<file path="config.mk">
export PLATFORM = sky130hd
export DESIGN_NAME = sc_frame_tx
export DESIGN_NICKNAME = d
export VERILOG_FILES = /design/src/rtl/sc_tx_pkg.sv /design/src/rtl/txf_deadline.sv /design/src/rtl/txf_adv_pace.sv /design/src/rtl/txf_bitsel.sv /design/src/rtl/sc_frame_tx.sv
export SDC_FILE = /design/constraint.sdc
export NUM_CORES = 1
export LEC_CHECK = 0
export BUFFER_PORTS_ARGS = -buffer_cell sky130_fd_sc_hd__buf_2
export CAP_MARGIN = 20
export CORE_AREA = 2 2 123 125
export CTS_CLUSTER_SIZE = 12
export DETAILED_ROUTE_END_ITERATION = 16
export DIE_AREA = 0 0 125 127
export GPL_TIMING_DRIVEN = 0
export HOLD_SLACK_MARGIN = 0.12
export SYNTH_ARGS = -nofsm -noshare
export SYNTH_HDL_FRONTEND = slang
export SYNTH_SLANG_ARGS = --single-unit
</file>
<file path="constraint.sdc">
create_clock -name clk -period 3.9 [get_ports clk]
set_input_delay 0.78 -clock clk [delete_from_list [all_inputs] [get_ports clk]]
set_output_delay 0.78 -clock clk [all_outputs]
set_load 0.01 [all_outputs]
</file>
<file path="src/rtl/sc_tx_pkg.sv">
package sc_tx_pkg;

    typedef enum logic [1:0] {
        TX_IDLE = 2'd0,
        TX_WAIT = 2'd1,
        TX_SEND = 2'd2
    } tx_state_e;

    typedef enum logic {
        FRM_DATA = 1'b0,
        FRM_ACK  = 1'b1
    } frm_kind_e;

    // Whole slots that elapse during a wait, minus the one the first bit consumes
    function automatic int pre_advances(input int gap_ticks, input int slot_ticks);
        return gap_ticks / slot_ticks - 1;
    endfunction

endpackage

</file>
<file path="src/rtl/txf_deadline.sv">
module txf_deadline #(
    parameter int TS_W   = 20,
    parameter int PERIOD = 21
) (
    input  logic            clk,
    input  logic            rst,
    input  logic            load,
    input  logic [TS_W-1:0] load_val,
    input  logic            bump,
    input  logic [TS_W-1:0] now_ts,
    output logic [TS_W-1:0] target,
    output logic            reached
);
    logic [TS_W-1:0] diff;

    // wrap-safe "now is at or past target"
    assign diff    = now_ts - target;
    assign reached = ~diff[TS_W-1];

    always_ff @(posedge clk) begin
        if (rst)       target <= '0;
        else if (load) target <= load_val;
        else if (bump) target <= target + TS_W'(PERIOD);
    end
endmodule

</file>
<file path="src/rtl/txf_adv_pace.sv">
module txf_adv_pace #(
    parameter int CNT_W = 6
) (
    input  logic             clk,
    input  logic             rst,
    input  logic             load,
    input  logic [CNT_W-1:0] load_cnt,
    output logic             pulse
);
    logic [CNT_W-1:0] cnt;

    assign pulse = (cnt != '0);

    always_ff @(posedge clk) begin
        if (rst)        cnt <= '0;
        else if (load)  cnt <= load_cnt;
        else if (pulse) cnt <= cnt - CNT_W'(1);
    end

    AST_PACE_SETTLED: assert property (@(posedge clk) disable iff (rst)
        (!pulse && !load) |=> !pulse);
endmodule

</file>
<file path="src/rtl/txf_bitsel.sv">
module txf_bitsel
    import sc_tx_pkg::*;
#(
    parameter int DATA_W = 16,
    parameter int IDX_W  = 4
) (
    input  frm_kind_e         kind,
    input  logic [DATA_W-1:0] bits,
    input  logic [IDX_W-1:0]  idx,
    input  logic              ks_bit,
    output logic              tx_bit
);
    always_comb begin
        if (kind == FRM_ACK) tx_bit = 1'b1;
        else                 tx_bit = bits[idx] ^ ks_bit;
    end
endmodule

</file>
<file path="src/rtl/sc_frame_tx.sv">
module sc_frame_tx
    import sc_tx_pkg::*;
#(
    parameter int TS_W      = 20,
    parameter int DATA_W    = 16,
    parameter int BIT_TICKS = 21,
    parameter int DATA_GAP  = 70,
    parameter int ACK_GAP   = 758
) (
    input  logic                        clk,
    input  logic                        rst,
    input  logic [TS_W-1:0]             now_ts,
    input  logic [TS_W-1:0]             frame_end_ts,
    input  logic                        start,
    input  logic                        mode_ack,
    input  logic [DATA_W-1:0]           tx_data,
    input  logic [$clog2(DATA_W+1)-1:0] tx_len,
    input  logic                        ks_bit,
    output logic                        mod_en,
    output logic                        ks_adv,
    output logic                        done,
    output logic [TS_W-1:0]             frame_end_next
);
    localparam int LEN_W    = $clog2(DATA_W + 1);
    localparam int IDX_W    = $clog2(DATA_W);
    localparam int DATA_PRE = pre_advances(DATA_GAP, BIT_TICKS);
    localparam int ACK_PRE  = pre_advances(ACK_GAP, BIT_TICKS);
    localparam int ADV_W    = $clog2(ACK_PRE + 1);

    tx_state_e         st_q;
    frm_kind_e         kind_q;
    logic [DATA_W-1:0] bits_q;
    logic [LEN_W-1:0]  nbits_q;
    logic [LEN_W-1:0]  idx_q;
    logic              mod_q, bit_adv_q, done_q;
    logic [TS_W-1:0]   fe_next_q;

    logic              accept, reached, pace_pulse, tx_bit, last_slot;
    logic              first_go, next_go, bump;
    logic [TS_W-1:0]   target;
    logic [LEN_W-1:0]  sel_idx;

    assign accept    = (st_q == TX_IDLE) && start;
    assign last_slot = (idx_q + LEN_W'(1)) == nbits_q;
    assign first_go  = (st_q == TX_WAIT) && reached && !pace_pulse && (nbits_q != '0);
    assign next_go   = (st_q == TX_SEND) && reached && !last_slot;
    assign bump      = first_go || next_go;
    assign sel_idx   = (st_q == TX_SEND) ? idx_q + LEN_W'(1) : '0;

    txf_deadline #(.TS_W(TS_W), .PERIOD(BIT_TICKS)) u_deadline (
        .clk      (clk),
        .rst      (rst),
        .load     (accept),
        .load_val (frame_end_ts + (mode_ack ? TS_W'(ACK_GAP) : TS_W'(DATA_GAP))),
        .bump     (bump),
        .now_ts   (now_ts),
        .target   (target),
        .reached  (reached)
    );

    txf_adv_pace #(.CNT_W(ADV_W)) u_pace (
        .clk      (clk),
        .rst      (rst),
        .load     (accept),
        .load_cnt (mode_ack ? ADV_W'(ACK_PRE) : ADV_W'(DATA_PRE)),
        .pulse    (pace_pulse)
    );

    txf_bitsel #(.DATA_W(DATA_W), .IDX_W(IDX_W)) u_bitsel (
        .kind   (kind_q),
        .bits   (bits_q),
        .idx    (sel_idx[IDX_W-1:0]),
        .ks_bit (ks_bit),
        .tx_bit (tx_bit)
    );

    always_ff @(posedge clk) begin
        if (rst) begin
            st_q      <= TX_IDLE;
            kind_q    <= FRM_DATA;
            bits_q    <= '0;
            nbits_q   <= '0;
            idx_q     <= '0;
            mod_q     <= 1'b0;
            bit_adv_q <= 1'b0;
            done_q    <= 1'b0;
            fe_next_q <= '0;
        end else begin
            bit_adv_q <= 1'b0;
            done_q    <= 1'b0;
            unique case (st_q)
                TX_IDLE: if (start) begin
                    kind_q  <= mode_ack ? FRM_ACK : FRM_DATA;
                    bits_q  <= tx_data;
                    nbits_q <= mode_ack ? LEN_W'(1) : tx_len;
                    idx_q   <= '0;
                    st_q    <= TX_WAIT;
                end
                TX_WAIT: if (reached && !pace_pulse) begin
                    if (nbits_q == '0) begin
                        done_q    <= 1'b1;
                        fe_next_q <= target;
                        st_q      <= TX_IDLE;
                    end else begin
                        mod_q     <= tx_bit;
                        bit_adv_q <= 1'b1;
                        st_q      <= TX_SEND;
                    end
                end
                TX_SEND: if (reached) begin
                    if (last_slot) begin
                        mod_q     <= 1'b0;
                        done_q    <= 1'b1;
                        fe_next_q <= target;
                        st_q      <= TX_IDLE;
                    end else begin
                        mod_q     <= tx_bit;
                        bit_adv_q <= 1'b1;
                        idx_q     <= idx_q + LEN_W'(1);
                    end
                end
                default: st_q <= TX_IDLE;
            endcase
        end
    end

    assign mod_en         = mod_q;
    assign ks_adv         = pace_pulse | bit_adv_q;
    assign done           = done_q;
    assign frame_end_next = fe_next_q;

    AST_ADV_EXCLUSIVE: assert property (@(posedge clk) disable iff (rst)
        !(pace_pulse && bit_adv_q));
    AST_IDLE_QUIET: assert property (@(posedge clk) disable iff (rst)
        (st_q == TX_IDLE) |-> !mod_q);
    AST_SLOT_HOLD: assert property (@(posedge clk) disable iff (rst)
        (st_q == TX_SEND && !reached) |=> $stable(mod_q));
    AST_DONE_PULSE: assert property (@(posedge clk) disable iff (rst)
        done_q |=> !done_q);
    AST_BUSY_IGNORE: assert property (@(posedge clk) disable iff (rst)
        (st_q != TX_IDLE && start) |=> ($stable(bits_q) && $stable(kind_q)));
endmodule

</file>
* Word-level counts from Yosys, hierarchy flattened *
Cells that the tools add are included.

storage, ports and cells
  bits in registers = 78
  logic and storage cells = 95
  output and inout port bits = 23

operators by class
  reductions and logical operators = 23
  add/subtract/negate cells = 5
  bitwise logic cells = 3
  magnitude comparators = 1
  mux-type cells = 42
  equality and inequality tests = 10

operator list
  cell                                                 number
  2-to-1 mux 20 bit                                    6
  case mux 20 bit (2 select lines)                     1
  adder 20 x 10 -> 20 bit                              1
  adder 20 x 5 -> 20 bit (second input constant)       1
  2-to-1 mux 5 bit                                     4
  subtractor 20 bit                                    1
  2-to-1 mux 6 bit                                     3
  2-to-1 mux 1 bit                                     15
  AND reduction 4 bit                                  3
  2-to-1 mux 10 bit                                    1
  2-to-1 mux 2 bit                                     5
  != test 2 bit (second input constant)                5
  case mux 5 bit (2 select lines)                      1
  nonzero test 2 bit                                   4
  logical AND 1 bit                                    7
  case mux 1 bit (2 select lines)                      3
  case mux 2 bit (3 select lines)                      1
  nonzero test 6 bit                                   1
  subtractor 6 x 1 -> 6 bit (second input constant)    1
  adder 5 x 1 -> 5 bit (second input constant)         1
  equality test 5 bit                                  1
  zero test 5 bit                                      1
  < comparator 4 x 5 -> 1 bit (second input constant)  1
  AND reduction 5 bit                                  1
  other kinds (13)                                     15

* Logic depth before layout (Yosys ltp) *
  depth in word-level cells = 9
  depth in mapped cells = 12

* By module *
A second synthesis with hierarchy kept.

unflattened totals
  cell total of the unflattened synthesis = 594
  area total of the unflattened synthesis = 4,914.7 sq um

modules (own cells, without submodules)
  module        cells each  seq. area each (sq um)  instances  area an instance (sq um)
  sc_frame_tx   342         1,041.0                 1          2,791.4
  txf_deadline  199         400.4                   1          1,596.5
  txf_adv_pace  46          120.1                   1          384.1
  txf_bitsel    7           0.0                     1          142.6

* Worst setup path before layout *
Ideal clock, no wire load.

  path type = input port to flip-flop
  from = input port now_ts[18]
  to = register u_deadline.target[1]
  setup slack = 0.820 ns
  arrival = 2.959 ns
  stages = 10
  required time = 3.778 ns
  cells stage by stage = ha_1 -> nand4_1 -> nor4_1 -> a21oi_1 -> nand4_1 -> xnor2_1 -> clkbuf_1 -> clkbuf_1 -> nor2_1 -> o311a_1

on the way
  word-level cells in the longest chain between the ends = 7
  elaborated cells between the ends (all ways) = 9
  those cells by class = 1 x add/sub; 1 x bitwise; 7 x reduce/logical

ends and longest elaborated chain
  element                                line                RTL
  start, declared                        sc_frame_tx.sv:12   input logic [TS_W-1:0] now_ts,
  subtractor 20 bit *                    txf_deadline.sv:17  assign diff = now_ts - target;
  NOT 1 bit *                            txf_deadline.sv:18  assign reached = ~diff[TS_W-1];
  logical AND 1 bit (3 in series)        sc_frame_tx.sv:45   assign first_go = (st_q == TX_WAIT) && reached && !pace_pulse && (nbits_q != '0);
  logical OR 1 bit *                     sc_frame_tx.sv:47   assign bump = first_go || next_go;
  nonzero test 2 bit (no source line) *  --
  end signal, assigned                   txf_deadline.sv:22  else if (load) target <= load_val;
  end signal, assigned                   txf_deadline.sv:23  else if (bump) target <= target + TS_W'(PERIOD);
  end, declared                          txf_deadline.sv:11  output logic [TS_W-1:0] target,

Every way passes the cells marked *; elsewhere a longest branch is shown, timed or not.
A chain may end at the register's enable or synchronous reset.

* Worst setup path in the final report *
  from = register u_deadline.target[15]
  to = register u_deadline.target[19]

on the way
  word-level cells in the longest chain between the ends = 7
  elaborated cells between the ends (all ways) = 12
  those cells by class = 2 x add/sub; 2 x mux; 1 x bitwise; 7 x reduce/logical

ends and longest elaborated chain
  element                              line
  subtractor 20 bit                    txf_deadline.sv:17
  NOT 1 bit                            txf_deadline.sv:18
  logical AND 1 bit (3 in series)      sc_frame_tx.sv:45
  logical OR 1 bit                     sc_frame_tx.sv:47
  nonzero test 2 bit (no source line)  --

Several ways; a longest one is shown, not always the timed one. The select of a mux whose other input is x is not followed.

==> metrics <==
status=finished clean; share of power burned in the clock network=about a third; Die Area=approximately 16000 µm²; Post-synth EDFFs=0; Final Hold Viols=0; Sw Share=a little over a third; chip height=~130 µm; total grt overflow=0; routed wire length=roughly 15000 µm; Post-DP HPWL=between 10000 and 15000 µm; Clock Latency Late Sink=about 0.34 ns; Sinks on Clock Net=between 70 and 80; max_slew headroom=37.1%; Fill cells=1503; Post-synth top flop=dfxtp_1; Worst-path clk slew=roughly 0.07 ns; CTS buffer count=9; GR peak layer=met2; Final Cycle Share=between 90 and 100%; register area share after synthesis=31.3%; count of cell types in the netlist=between 60 and 70; total number of vias=about 4900; critical path arrival=approximately 3.8 ns; NetSw=1.03 mW; crit end category=flip-flop; Least-Margin Pin Slew=0.940 ns; io pins=just under 90; post-synthesis register bit count=78; met1 Resource Use GR=25.9%; post-route ant nets=0; post-CTS setup repair buffer count=0; CTS root buffer=clkbuf_16; Post-Place Setup Slack=-0.0905 ns; initial antenna violation count=0; Setup TNS Final=0 ns; port bufs=87; slack of the critical path=0.312 ns; diode count=0; Clock Skews=around 0.0085 ns; Async S/R FF share, synth=0%; crit path launch type=flip-flop; Worst Path Max Fanout=10; H-tree depth=3; clk buf depth=2; Comb pwr share=32.4%; post-cts resize count=0; Final Util=41.6%; sequential share of power=around 35%; maximum vdd ir drop=0.206 mV; nets=slightly above 800; Tot Pwr=between 2 and 3 mW; Leakage=between 2 and 2.5 nW; fraction of layout cells with a size suffix above 1=between 15 and 20%; Hold WS=around 0.46 ns; RSZ-0062 raised after global routing=no; Mapped Area=between 4000 and 5000 µm²; fin crit period=3.59 ns; pwr dens=around 480 nW/µm²; Synth Area per Inst=a little under 8 µm²; initial core utilization=around a third; hold_buf cts=0; num rows=44; P_int=~1.8 mW; width of the chip=125 µm; core area=roughly 14000 µm²; TritonRoute pass-1 iters=5; GRT Total Usage=between 10% and 20%; yosys warns=0; syn_nets=about 730; met3 usage=roughly 4.5%; Max Cap Viol=0; Post-Syn Instances=between 600 and 700; DR iter-0 viols=between 300 and 400; first-pass GRT wire length=23900 µm; RePlAce Congestion=0.920; largest net degree at the start of global routing=16; drc violations=0; GRT met2 Usage=roughly 29%; Setup-failing EPs final=0; Setup Crit Path Kind=reg2reg; Min-Delay Path Class=reg2reg; number of global-route vias before repair=~4600; fin. max-slew vios=0; wire per inst=between 15 and 20 µm; vias per std cell=~5.3; Area Growth Syn to Fin=20.4%; maximum clock rate=approximately 280 MHz; TritonCTS clock tree=yes; Required @ worst endpoint=approximately 4.1 ns
## logic make-up (layout without fill, tap and decap cells)
| kind of cell | count (synthesis) | in the layout | synth area share [%] |
|---|---|---|---|
| buf+inv | 67 | 171 | 5.65 |
| flops | 78 | 78 | 31.3 |
| compound gates | 146 | 146 | 18.9 |
| mux | 30 | 30 | 6.55 |
| simple gates | 257 | 257 | 24.6 |
| xor+xnor | 30 | 30 | 5.70 |
| fa+ha+maj | 29 | 29 | 7.28 |
## placed cells by master (no fill, tap or decap), types with 9 or more instances in the layout
cell type,instances
nor2_1,48
nand4_1,12
inv_1,30
nor3_1,13
nor4_1,12
dfxtp_1,78
o21ai_0,25
clkbuf_1,24
xor2_1,10
clkbuf_16,9
a21oi_1,49
nand2_1,107
or4_1,10
nand3_1,18
buf_2,90
ha_1,29
xnor2_1,18
mux2i_1,27
## cells in the mapped netlist (10+ instances only)
master    count  area, µm²
nor3_1       13       65.1
mux2i_1      27        270
nor2_1       48        180
inv_1        30        113
xnor2_1      18        158
ha_1         29        363
xor2_1       10       87.6
clkbuf_1     25       93.8
or4_1        10       75.1
dfxtp_1      78       1560
nand3_1      18       90.1
nor4_1       13       81.3
o21ai_0      25        125
a21oi_1      49        245
nand4_1      12       75.1
nand2_1     107        402
## per-stage QoR
step	std cells	cell area, µm²
6_report	925	6000
5_1_grt	925	6000
3_3_place_gp	908	5650
3_5_place_dp	908	5650
4_1_cts	924	5980
2_1_floorplan	637	4980
## critical path, stage by stage (launching register included)
cell and delay, ns:
dfxtp_1 0.31, clkbuf_1 0.39, inv_1 0.09, ha_1 0.30
nand4_1 0.18, nor4_2 0.38, nand3_1 0.22, nand4_1 0.27
xnor2_1 0.26, clkbuf_1 0.40, clkbuf_1 0.39, o21ai_0 0.16
o311a_1 0.14
## routing by layer
| metal | wire length [µm] | up-vias |
|---|---|---|
| met5 | 0 | - |
| met1 | 7280 | 2249 |
| li1 | - | 2486 |
| met2 | 6260 | 147 |
| met4 | 189 | 0 |
| met3 | 1030 | 15 |
## power by group through the flow
stage	logic [mW]	clock network, mW	registers (mW)
floorplan	0.654	0	0.985
global placement	0.916	0	1.00
detailed placement	0.920	0	1.00
CTS	0.925	0.959	0.986
global route	1.04	0.998	1.00
finish	0.930	0.949	0.988
## sequential cells by signal, summed over array words and instances, names as in the netlist
name,flops
idx_q,5
nbits_q,5
kind_q,1
frame_end_next,20
done,1
bits_q,16
u_pace.cnt,6
u_deadline.target,20
mod_en,1
bit_adv_q,1
st_q,2
## final cells by class
type | instances | area [µm²] | area share [%]
multi-input cells | 492 | 3150 | 52.5
flip-flops and latches | 78 | 1560 | 26.0
repair buffers | 88 | 448 | 7.46
well taps | 184 | 230 | 3.84
clock buffers | 9 | 225 | 3.75
plain buffers | 36 | 166 | 2.77
inverters | 31 | 116 | 1.94
clock inverters | 7 | 105 | 1.75
## final timing paths
path	from	to	slack, ns	cells after the start
hold reg to reg	frame_end_next[3]	frame_end_next[3]	0.46	2
setup reg to reg	u_deadline.target[15]	u_deadline.target[19]	0.31	12
setup / recovery	u_deadline.target[15]	u_deadline.target[19]	0.31	12
hold / removal	frame_end_next[3]	frame_end_next[3]	0.46	2
Note: power is estimated with default switching activity, not from simulation.
